**src/rtl/rsup_pkg.sv**
```systemverilog
package rsup_pkg;
   // Watchdog phase: grace uses the long timeout, armed uses the selected one
   typedef enum logic {
      PH_GRACE = 1'b0,
      PH_ARMED = 1'b1
   } wd_phase_e;
endpackage

```
**src/rtl/rsup_edge_sync.sv**
```systemverilog
module rsup_edge_sync #(
   parameter int STAGES = 2
) (
   input  logic clk,
   input  logic rst_n,
   input  logic din,
   output logic edge_o
);
   logic [STAGES-1:0] chain;
   logic              last_q;

   generate
      if (STAGES == 1) begin : g_single
         always_ff @(posedge clk or negedge rst_n) begin
            if (!rst_n) chain <= '0;
            else        chain <= din;
         end
      end else begin : g_multi
         always_ff @(posedge clk or negedge rst_n) begin
            if (!rst_n) chain <= '0;
            else        chain <= {chain[STAGES-2:0], din};
         end
      end
   endgenerate

   always_ff @(posedge clk or negedge rst_n) begin
      if (!rst_n) last_q <= 1'b0;
      else        last_q <= chain[STAGES-1];
   end

   // Any level change of the synchronised pin counts as service
   assign edge_o = chain[STAGES-1] ^ last_q;
endmodule

```
**src/rtl/rsup_hold_timer.sv**
```systemverilog
module rsup_hold_timer #(
   parameter int HOLD_CYC = 8
) (
   input  logic clk,
   input  logic rst_n,
   input  logic trig,
   output logic busy
);
   localparam int HW = $clog2(HOLD_CYC + 1);
   localparam logic [HW-1:0] HOLD_LD = HW'(HOLD_CYC);

   logic [HW-1:0] cnt;

   // Loaded while the trigger is present, counts down afterwards;
   // the reset value gives a power-on hold
   always_ff @(posedge clk or negedge rst_n) begin
      if (!rst_n)         cnt <= HOLD_LD;
      else if (trig)      cnt <= HOLD_LD;
      else if (cnt != '0) cnt <= cnt - HW'(1);
   end

   assign busy = (cnt != '0);
endmodule

```
**src/rtl/rsup_watchdog.sv**
```systemverilog
module rsup_watchdog
   import rsup_pkg::*;
#(
   parameter int SHORT_CYC = 20,
   parameter int LONG_CYC  = 60
) (
   input  logic clk,
   input  logic rst_n,
   input  logic clr,
   input  logic dis,
   input  logic long_sel,
   input  logic kick,
   output logic fire
);
   localparam int CW = $clog2(LONG_CYC + 1);
   localparam logic [CW-1:0] LIM_LONG  = CW'(LONG_CYC - 1);
   localparam logic [CW-1:0] LIM_SHORT = CW'(SHORT_CYC - 1);

   wd_phase_e     phase;
   logic [CW-1:0] cnt;
   logic [CW-1:0] limit;

   assign limit = (phase == PH_GRACE || long_sel) ? LIM_LONG : LIM_SHORT;
   assign fire  = !clr && !dis && !kick && (cnt == limit);

   always_ff @(posedge clk or negedge rst_n) begin
      if (!rst_n) begin
         cnt   <= '0;
         phase <= PH_GRACE;
      end else if (clr) begin
         cnt   <= '0;
         phase <= PH_GRACE;
      end else if (dis) begin
         cnt   <= '0;
      end else if (kick) begin
         cnt   <= '0;
         phase <= PH_ARMED;
      end else if (fire) begin
         cnt   <= '0;
      end else begin
         cnt   <= cnt + CW'(1);
      end
   end
endmodule

```
**src/rtl/rsup_top.sv**
```systemverilog
module rsup_top #(
   parameter int HOLD_CYC    = 2_500_000,
   parameter int SHORT_CYC   = 5_000_000,
   parameter int LONG_CYC    = 80_000_000,
   parameter int SYNC_STAGES = 2
) (
   input  logic clk,
   input  logic rst_n,
   input  logic line_low,
   input  logic wd_in,
   input  logic wd_disable,
   input  logic wd_long_sel,
   output logic cpu_rst_n,
   output logic cpu_rst
);
   generate
      if (SYNC_STAGES < 2) begin : g_bad_sync
         $error("rsup_top: SYNC_STAGES must be at least 2");
      end
      if (HOLD_CYC < 2) begin : g_bad_hold
         $error("rsup_top: HOLD_CYC must be at least 2");
      end
      if (SHORT_CYC < 2) begin : g_bad_short
         $error("rsup_top: SHORT_CYC must be at least 2");
      end
      if (LONG_CYC < SHORT_CYC) begin : g_bad_long
         $error("rsup_top: LONG_CYC must not be below SHORT_CYC");
      end
   endgenerate

   logic kick;
   logic wd_fire;
   logic hold_busy;
   logic rst_act;

   rsup_edge_sync #(.STAGES(SYNC_STAGES)) u_sync (
      .clk    (clk),
      .rst_n  (rst_n),
      .din    (wd_in),
      .edge_o (kick)
   );

   rsup_hold_timer #(.HOLD_CYC(HOLD_CYC)) u_hold (
      .clk   (clk),
      .rst_n (rst_n),
      .trig  (line_low | wd_fire),
      .busy  (hold_busy)
   );

   rsup_watchdog #(.SHORT_CYC(SHORT_CYC), .LONG_CYC(LONG_CYC)) u_wd (
      .clk      (clk),
      .rst_n    (rst_n),
      .clr      (rst_act),
      .dis      (wd_disable),
      .long_sel (wd_long_sel),
      .kick     (kick),
      .fire     (wd_fire)
   );

   assign rst_act   = line_low | hold_busy;
   assign cpu_rst_n = !rst_act;
   assign cpu_rst   = rst_act;
endmodule

```
**config.mk**
```make
export PLATFORM = sky130hd
export DESIGN_NAME = rsup_top
export DESIGN_NICKNAME = d
export VERILOG_FILES = /design/src/rtl/rsup_pkg.sv /design/src/rtl/rsup_edge_sync.sv /design/src/rtl/rsup_hold_timer.sv /design/src/rtl/rsup_watchdog.sv /design/src/rtl/rsup_top.sv
export SDC_FILE = /design/constraint.sdc
export NUM_CORES = 1
export LEC_CHECK = 0
export BUFFER_PORTS_ARGS = -buffer_cell sky130_fd_sc_hd__buf_4
export CORE_MARGIN = 1
export CORE_UTILIZATION = 60
export CTS_CLUSTER_SIZE = 40
export DETAILED_ROUTE_END_ITERATION = 6
export PLACE_DENSITY = 0.78
export SLEW_MARGIN = 15
export SYNTH_ARGS = -nofsm -noshare
export SYNTH_HDL_FRONTEND = slang
export SYNTH_SLANG_ARGS = --single-unit
```
**constraint.sdc**
```tcl
create_clock -name clk -period 4.7 [get_ports clk]
set_input_delay 0.705 -clock clk [delete_from_list [all_inputs] [get_ports clk]]
set_output_delay 0.705 -clock clk [all_outputs]
set_load 0.01 [all_outputs]
```
# --- Word-level counts from Yosys, hierarchy flattened ---
# Index checks and enable logic that the tools add are counted.
totals:
  regBits: 53
  input_bits: 6
  out_inout_bits: 2
  wordCells: 34
classes:
  addsub: 2
  eq_ne: 2
  muxes: 10
  bitwise: 4
  n_reduce_logical: 11
op_table:
  columns: ["op", "n"]
  rows:
  - ["$mux 27", 5]
  - ["$mux 22", 2]
  - ["$add 27x1->27 const B", 1]
  - ["$eq 27x27->1", 1]
  - ["$reduce_bool 22->1", 1]
  - ["$sub 22x1->22 const B", 1]
  - ["$reduce_bool 2->1", 2]
  - ["$logic_and 1x1->1", 3]
  - ["$logic_not 1->1", 3]
  - ["$mux 1", 3]
  - ["$ne 2x1->1 const B", 1]
  - ["$or 1x1->1", 2]
  - ["$reduce_and 2->1", 1]
  - ["$logic_or 1x1->1", 1]
  - ["$not 1->1", 1]
  - ["$xor 1x1->1", 1]

# --- Logic depth before layout (Yosys ltp) ---
# Gate-level depths: netlist of run 1.
logic_depth:
  ltp_word: 10
  depth_mapped: 9
  depth_no_buf: 8

# --- Modules after synthesis ---
# From an unflattened synthesis of run 1, not the netlist that was laid out.
unflattened:
  cells_unflattened: 306
  hier_area_um2: 2936.6
by_module_without_submodules:
  columns: ["mod", "instances", "cells_each", "area_each_um2", "seq_area_each_um2"]
  rows:
  - ["rsup_watchdog", 1, 160, 1566.5, 700.7]
  - ["rsup_hold_timer", 1, 139, 1270.0, 560.5]
  - ["rsup_edge_sync", 1, 4, 83.8, 75.1]
  - ["rsup_top", 1, 3, 16.3, 0.0]

# --- Worst setup path after synthesis of run 1 ---
# OpenSTA, ideal clock, no wires.
synth_timing:
  kind: "flip-flop to output port"
  from: "register u_hold.cnt[4]"
  to: "output cpu_rst_n"
  arrival_time_ns: 1.634
  path_slack_ns: 2.361
  path_stages_with_launch: 7
  n_path_buf: 1
  cell_sequence: "dfrtp_1 -> nor4_4 -> nand4b_2 -> nor2_4 -> nand2_1 -> inv_2 -> buf_4"
synth_via:
  elab_chain_len: 3
synth_lines:
  columns: ["element", "line_no", "source"]
  rows:
  - ["start: declaration", "rsup_hold_timer.sv:12", "logic [HW-1:0] cnt;"]
  - ["start signal: assignment", "rsup_hold_timer.sv:19", "else if (cnt != '0) cnt <= cnt - HW'(1);"]
  - ["$reduce_bool 22->1", "rsup_hold_timer.sv:22", "assign busy = (cnt != '0);"]
  - ["$or 1x1->1", "rsup_top.sv:60", "assign rst_act = line_low | hold_busy;"]
  - ["via cpu_rst", "rsup_top.sv:14", "output logic cpu_rst"]
  - ["$logic_not 1->1", "rsup_top.sv:61", "assign cpu_rst_n = !rst_act;"]
  - ["end: declaration", "rsup_top.sv:13", "output logic cpu_rst_n,"]
# The timed path passes the listed nets, and every way through them passes these cells.

# --- Worst setup path in the final report of run 1 ---
layout_timing:
  from: "register u_hold.cnt[17]"
  to: "output cpu_rst_n"
layout_via:
  elab_chain_len: 3
layout_lines:
  columns: ["element", "line_no"]
  rows:
  - ["$reduce_bool 22->1", "rsup_hold_timer.sv:22"]
  - ["$or 1x1->1", "rsup_top.sv:60"]
  - ["$logic_not 1->1", "rsup_top.sv:61"]
# Every way passes these cells.

==> results of run 1 <==
## kinds of logic after synthesis
logic type	after synthesis	synth area share [%]
xor+xnor	30	8.97
flops	53	45.6
compound gates	41	8.93
mux	9	3.20
buf+inv	20	2.69
simple gates	160	29.3
fa+ha+maj	3	1.28
## critical path: cells and delay by family, from the launching register on
| kind | cells | cell delay [ns] |
|---|---|---|
| buffers and inverters | 2 | 0.36 |
| DFF | 1 | 0.40 |
| and+or+nand+nor | 4 | 1.25 |
## power groups by stage
stage               registers (mW)  logic (mW)  clock network, mW
global placement             0.492      0.0612                  0
detailed placement           0.493      0.0605                  0
global route                 0.487      0.0692              0.341
finish                       0.485      0.0605              0.318
CTS                          0.485      0.0610              0.328
floorplan                    0.490      0.0405                  0
## per-layer routing
| layer | part of all wire (%) | wire, um | GRT usage (%) |
|---|---|---|---|
| met1 | 49 | 2910 | 37.1 |
| met2 | 45 | 2650 | 38.2 |
| met3 | 5.1 | 303 | 5.63 |
| met4 | 1.3 | 75 | 7.84 |
| met5 | 0 | 0 | 0 |
## cell usage after synthesis, types with 3 or more instances
| master | n |
|---|---|
| a21o_1 | 3 |
| a21oi_1 | 10 |
| and3_1 | 6 |
| and4_1 | 4 |
| clkbuf_1 | 7 |
| dfrtp_1 | 45 |
| dfstp_2 | 8 |
| ha_1 | 3 |
| inv_1 | 11 |
| mux2_2 | 3 |
| mux2i_1 | 6 |
| nand2_1 | 22 |
| nand3_1 | 14 |
| nand4_1 | 3 |
| nor2_1 | 54 |
| nor3_1 | 17 |
| nor4_1 | 12 |
| nor4b_1 | 4 |
| o211ai_1 | 6 |
| o21ai_0 | 11 |
| or4_1 | 3 |
| xnor2_1 | 24 |
| xor2_1 | 6 |
## registers in the layout, summed over array words and instances, names as in the netlist
signal and count:
u_sync.last_q 1, u_wd.cnt 27, u_sync.chain 2, u_wd.phase 1, u_hold.cnt 22
## area by class of cell
type                       instances  area [um^2]
fill                             363         1580
sequential                        53         1340
inverter                          12         45.0
timing repair buffer               7         52.6
clock inverter                     1         30.0
multi-input combinational        243         1510
tap                               67         83.8
clock buffer                       7         86.3
## metrics by stage
step | setup slack [ns] | hold slack (ns)
floorplan | 2.36 | 0.331
global placement | 2.21 | 0.335
detailed placement | 2.12 | 0.344
CTS | 1.69 | 0.368
global route | 1.49 | 0.370
finish | 1.68 | 0.366
## worst paths after layout
check                      slack, ns  depth (start not counted)                        from                        end
setup / recovery                1.68                          6  u_hold.cnt[17]$_DFFE_PN1P_                  cpu_rst_n
hold / removal                  0.37                          0   u_sync.chain[0]$_DFF_PN0_  u_sync.chain[1]$_DFF_PN0_
setup reg to reg                2.13                          5  u_hold.cnt[17]$_DFFE_PN1P_     u_wd.cnt[25]$_DFF_PN0_
hold reg to reg                 0.37                          0   u_sync.chain[0]$_DFF_PN0_  u_sync.chain[1]$_DFF_PN0_
max in group asynchronous       3.84                          1                       rst_n      u_wd.cnt[6]$_DFF_PN0_
min in group asynchronous       0.42                          1                       rst_n     u_wd.cnt[19]$_DFF_PN0_
==> results summary, run 1 <==
The flow ran to the end, and the final reports show no timing, DRC or antenna violations. The post-synthesis instance area is 2930 um^2. The count of H-tree levels built during CTS is 2. The post-route netlist has 10.5% of its cells at a drive strength greater than 1. The number of clock buffers inserted by TritonCTS came out at 5. The data required time at the worst endpoint is 3.99 ns.

CTS saw 53 sinks. The global placer's final weighted congestion came out at 0.867. The die height is 71.9 um. After detailed routing, the number of remaining DRC violations is 0. The total power consumption of the routed design is 0.863 mW.

The number of detailed-routing iterations run before antenna repair came out at 5. The cell at the root of the clock tree is clkbuf_8. Cells fill 66.6% of the core in the end. In this run the tightest slew margin relative to its limit is a little under half. The clock-pin slew of the registers on the worst-case setup and hold paths came out at 0.09 ns.

The die boundary width is 71.9 um. In the layout the commonest cells are nor2_1, dfrtp_1, xnor2_1. The area of all placed cells without fillers is 3150 um^2.

The post-CTS resize count came out at 0. The ratio of routed vias to standard cells came out at 5.94. The unique cell type count in the Yosys netlist came out at between 40 and 50. Setup repair after global routing left no endpoint under its margin.

Clock skew on the completed layout was measured at roughly 0.0076 ns. The number of failing hold endpoints at the final stage is 0. TritonCTS built the clock tree. The async set or reset register ratio after synthesis is 100%. The total routed wirelength is about 5900 um.

In this run, the combinational gates consume under 10% of the power. The residual overflow from global routing came out at 0. The total placed cells including tap cells came out at 382. The shortest clock period the worst path allows after layout came out at 3.02 ns. The number of placed I/O pins came out at 8. After synthesis, the largest area contributor takes up 38.4% of total cell area. Once the floorplan was initialized, standard cells occupied 62.0% of the core. Of the total power, the share spent switching nets is 22.6%.

The post-CTS repair timing setup buffer count is 0. The area enclosed by the die boundary is 5170 um^2. The final-layout setup total negative slack is 0 ns. The net switching power came out at 0.195 mW. Hold repair after CTS inserted 0 buffers. The clock latency of the later-clocked register in the worst-skew pair came out at between 0.3 and 0.4 ns. The critical path's slowest cell is nor4_1. The count of placed standard cells in the final layout, fillers left out is 390.

The total placed instance area came out at 3030 um^2. The maximum number of pins on one net before global-route repair is 54. The global-route wire length before repair came out at 10200 um. STA classifies the critical path endpoint as a primary output.

The longest individual stage delay on the worst path came out at 0.46 ns. The count of port buffers added during placement is 7. The critical path is of the register to primary output type. The pin slew with the least headroom to its limit is between 0.7 and 0.8 ns.

The most used flip-flop cell after synthesis is dfrtp_1. Yosys mapped a number of flops with a built-in enable equal to 0. The number of global-route vias before repair was 2173. The clock passes through at most 2 buffers. The final clock period utilization by the worst path is 64.3%. In the post-synthesis netlist, the biggest area contributors are dfrtp_1, dfstp_2, xnor2_1. Sequential cells account for 56.2% of the total power. The final layout contains roughly 330 nets. STA classifies the critical path startpoint as a register.

The share of the yosys chip area belonging to registers is 45.6%. The most area-hungry cell type in the Yosys netlist is dfrtp_1. The critical path goes through nor4_1 -> nand3_1 -> nor2_4 -> nand2_1 -> inv_2 -> buf_4. The detailed placer's ending HPWL is about 4100 um. Data on the critical path arrives at its endpoint at 2.32 ns.

The number of nets in the synthesized netlist is 325. The total of warnings raised by yosys came out at 0. The first-iteration detailed-routing DRC count is 209. The total power per unit cell area is 274 nW/um^2.

The standard-cell row count came out at 25. In the synthesized netlist, the number of instances is 316. The signed area change from the synthesized netlist to the final layout is 7.48%. The initial antenna violation count came out at 0. The total vias in the final route came out at around 2300. The core outline area is 4720 um^2. The tightest min-delay check is of the register to register type.

For this design the static power due to leakage is 1.16 nW. The upper clock frequency limit came out at 0.331 GHz. The worst-case IR drop observed on VDD is about 0.20 mV. The count of antenna diodes in the layout is 0. The number of synthesized register bits came out at 53. The clock share of power came out at 36.8%.

Leaving out fill and tap cells, the most frequent cell in the layout is nor2_1. The maximum fanout count along the critical path is 12. The count of max-cap constraint violations is 0. The number of setup violations in the final report came out at 0.

The mean instance size in the synthesized netlist came out at 9.27 um^2. Global routing used roughly 25% of the available tracks across all layers. The count of pins over their slew limit is 0. In this run the remaining antenna-violating nets after routing total 0. The internal portion of the total power is 0.668 mW. In the final routed layout, each cell accounts on average for 15.2 um.
(Power assumes the default switching activity.)
==> run 2: changes to the inputs <==
Settings changed: CORE_UTILIZATION 60 to 56, PLACE_DENSITY 0.78 to 0.77.
Clock period 4.7 ns to 2.5 ns, I/O delays scaled along.
==> results summary, run 2 (synthesized netlist as in run 1, its figures left out) <==
The flow ran to the end, and the final reports show no timing, DRC or antenna violations. Summing internal, switching and leakage power gives 1.63 mW. The clock skew after layout came out at 0.0108 ns.

Detailed placement finished with a half-perimeter wire length of approximately 4000 um. The data required time at the worst endpoint is between 2 and 2.5 ns. For this design the ratio of total power to cell area is 506 nW/um^2. The top cell types in the final layout, fill and taps aside, are nor2_1, dfrtp_1, xnor2_1. The pin slew with the least headroom to its limit came out at between 0.7 and 0.8 ns. The startpoint-to-endpoint class of the critical path is register to primary output.

The count of pins over their slew limit is 0. The most critical setup path has its startpoint at u_hold.cnt[4]$_DFFE_PN0P_. Compared with the post-synthesis result, the final layout area differs by 10.2%. The clock passes through at most 2 buffers. The ratio of routed vias to standard cells came out at between 5 and 6. The initial antenna violation count came out at 0. In this run the count of I/O pins placed on the die edge is 8. The maximum fanout count along the critical path is 12. The endpoint identified for the worst register-to-register timing path is u_hold.cnt[18]$_DFFE_PN1P_.

The count of max-cap constraint violations is 0. The utilization after layout came out at 66.1%. The standard-cell row count came out at 25. The initial core utilization is 60.0%. Data on the critical path arrives at its endpoint at 1.94 ns. The global placer's final weighted congestion came out at about 0.84.

The per-cell routed wire length is 14.7 um. The flop-to-flop setup slack came out at 0.30 ns. The final clock period utilization by the worst path came out at 92.5%. In the final layout, the registers with the most flip-flops are u_wd.cnt x27, u_hold.cnt x22, u_sync.chain x2. The die boundary width is 74.3 um.

The total vias in the final route is 2301. STA classifies the critical path startpoint as a register. The most common library cell in the layout ignoring fill and taps is nor2_1. The die covers between 5000 and 6000 um^2. In this run the critical register-to-register path is launched from u_wd.cnt[0]$_DFF_PN0_. The maximum number of pins on one net before global-route repair came out at 54. The final-layout setup total negative slack came out at 0 ns. The total routed wirelength came out at 5830 um. The number of flip-flops in the largest register came out at 27. The layout net count came out at 338. The cell sitting at the root of the clock tree is a clkbuf_8. The core outline area is 4880 um^2. The maximum vdd ir drop came out at 0.378 mV. The number of antenna-violating nets in the routed design came out at 0. The finished cells cover 3230 um^2. For this design, the sink count on the clock tree is 53. Setup repair after global routing left no endpoint under its margin. The fraction of final layout cells sized beyond drive strength 1 is 12.7%. The total placed instance area came out at 3070 um^2. The first global-routing pass estimated 9870 um of wire. The CTS tree is built. The residual overflow from global routing came out at 0. The depth of the worst register-to-register path came out at 6. The number of hold buffers added after cts is 0.

The number of setup violations in the final report came out at 0. Ranked by flip-flop count, first place goes to u_wd.cnt. The clock-pin slew of the registers on the worst-case setup and hold paths came out at 0.09 ns. The number of failing hold endpoints at the final stage is 0. In this run the static leakage power is 1.21 nW. STA classifies the critical path endpoint as a primary output. Timing would allow up to 0.432 GHz. The number of global-route vias before repair is 2158. The H-tree generated during clock tree synthesis spans 2 levels. During placement, the flow inserted port buffers numbering 7. The number of antenna diodes in the final layout is 0. The number of detailed-routing iterations run before antenna repair is 4. The path type of the worst min-delay path is input port to async pin.

The global-route usage over all layers came out at 23.5%. The routed design could run at a clock period as short as ~2.3 ns. The die height is approximately 74 um. The worst slew margin relative to its limit is 48.8%. The clock latency of the later-clocked register in the worst-skew pair is around 0.31 ns.

The number of clock buffers inserted by TritonCTS is 5. The first-iteration detailed-routing DRC count came out at 117. After detailed routing, the number of remaining DRC violations is 0.
==> run 2: worst max path at each step <==
stage | cells past startpoint | slack, ns | end
after global routing | 6 | 0.01 | cpu_rst_n
after CTS | 6 | 0.06 | cpu_rst_n
final | 6 | 0.19 | cpu_rst_n
after detailed placement | 6 | 0.25 | cpu_rst_n
after global placement | 6 | 0.31 | cpu_rst_n
after floorplan | 6 | 0.49 | cpu_rst_n
==> run 2: routing by layer <==
layer  vias to the layer above  track usage, %  share of wire [%]
met5                         -               0                  0
met4                         0            7.55                1.4
met3                        10            4.47                2.5
met2                        36            40.6                 49
met1                      1111            29.8                 48
li1                       1144               -                  -
==> run 2: where the power goes <==
part           total [mW]  switching, mW  internal (mW)
registers           0.912         0.0314          0.881
clock network       0.601          0.274          0.327
logic               0.118         0.0668         0.0514
==> run 2: critical path, cell delays in order, from the launching register on <==
cell	delay, ns
dfrtp_1	0.44
nor4_4	0.40
nand4b_4	0.22
nor2_4	0.14
nand2_1	0.12
inv_4	0.16
buf_4	0.14
==> run 2: metrics by stage <==
step	hold WS [ns]	std cells	setup WS [ns]
after floorplan	0.0794	316	0.491
after global placement	0.333	387	0.305
after detailed placement	0.343	387	0.247
after CTS	0.112	396	0.0570
after global routing	0.155	397	0.0109
final	0.0863	397	0.187
==> run 2: timing repair <==
item,CTS,global route
setup buffers,1,1
resized for setup,1,3
endpoints found under the setup margin,1,1
pin swaps,1,1
==> run 2: final cells by class <==
class / count / area (um^2)
Clock inverter: 1 / 30.0
Clock buffer: 7 / 86.3
Timing Repair Buffer: 14 / 105
Sequential cell: 53 / 1340
Inverter: 12 / 47.5
Multi-Input combinational cell: 243 / 1540
Fill cell: 409 / 1650
Tap cell: 67 / 83.8
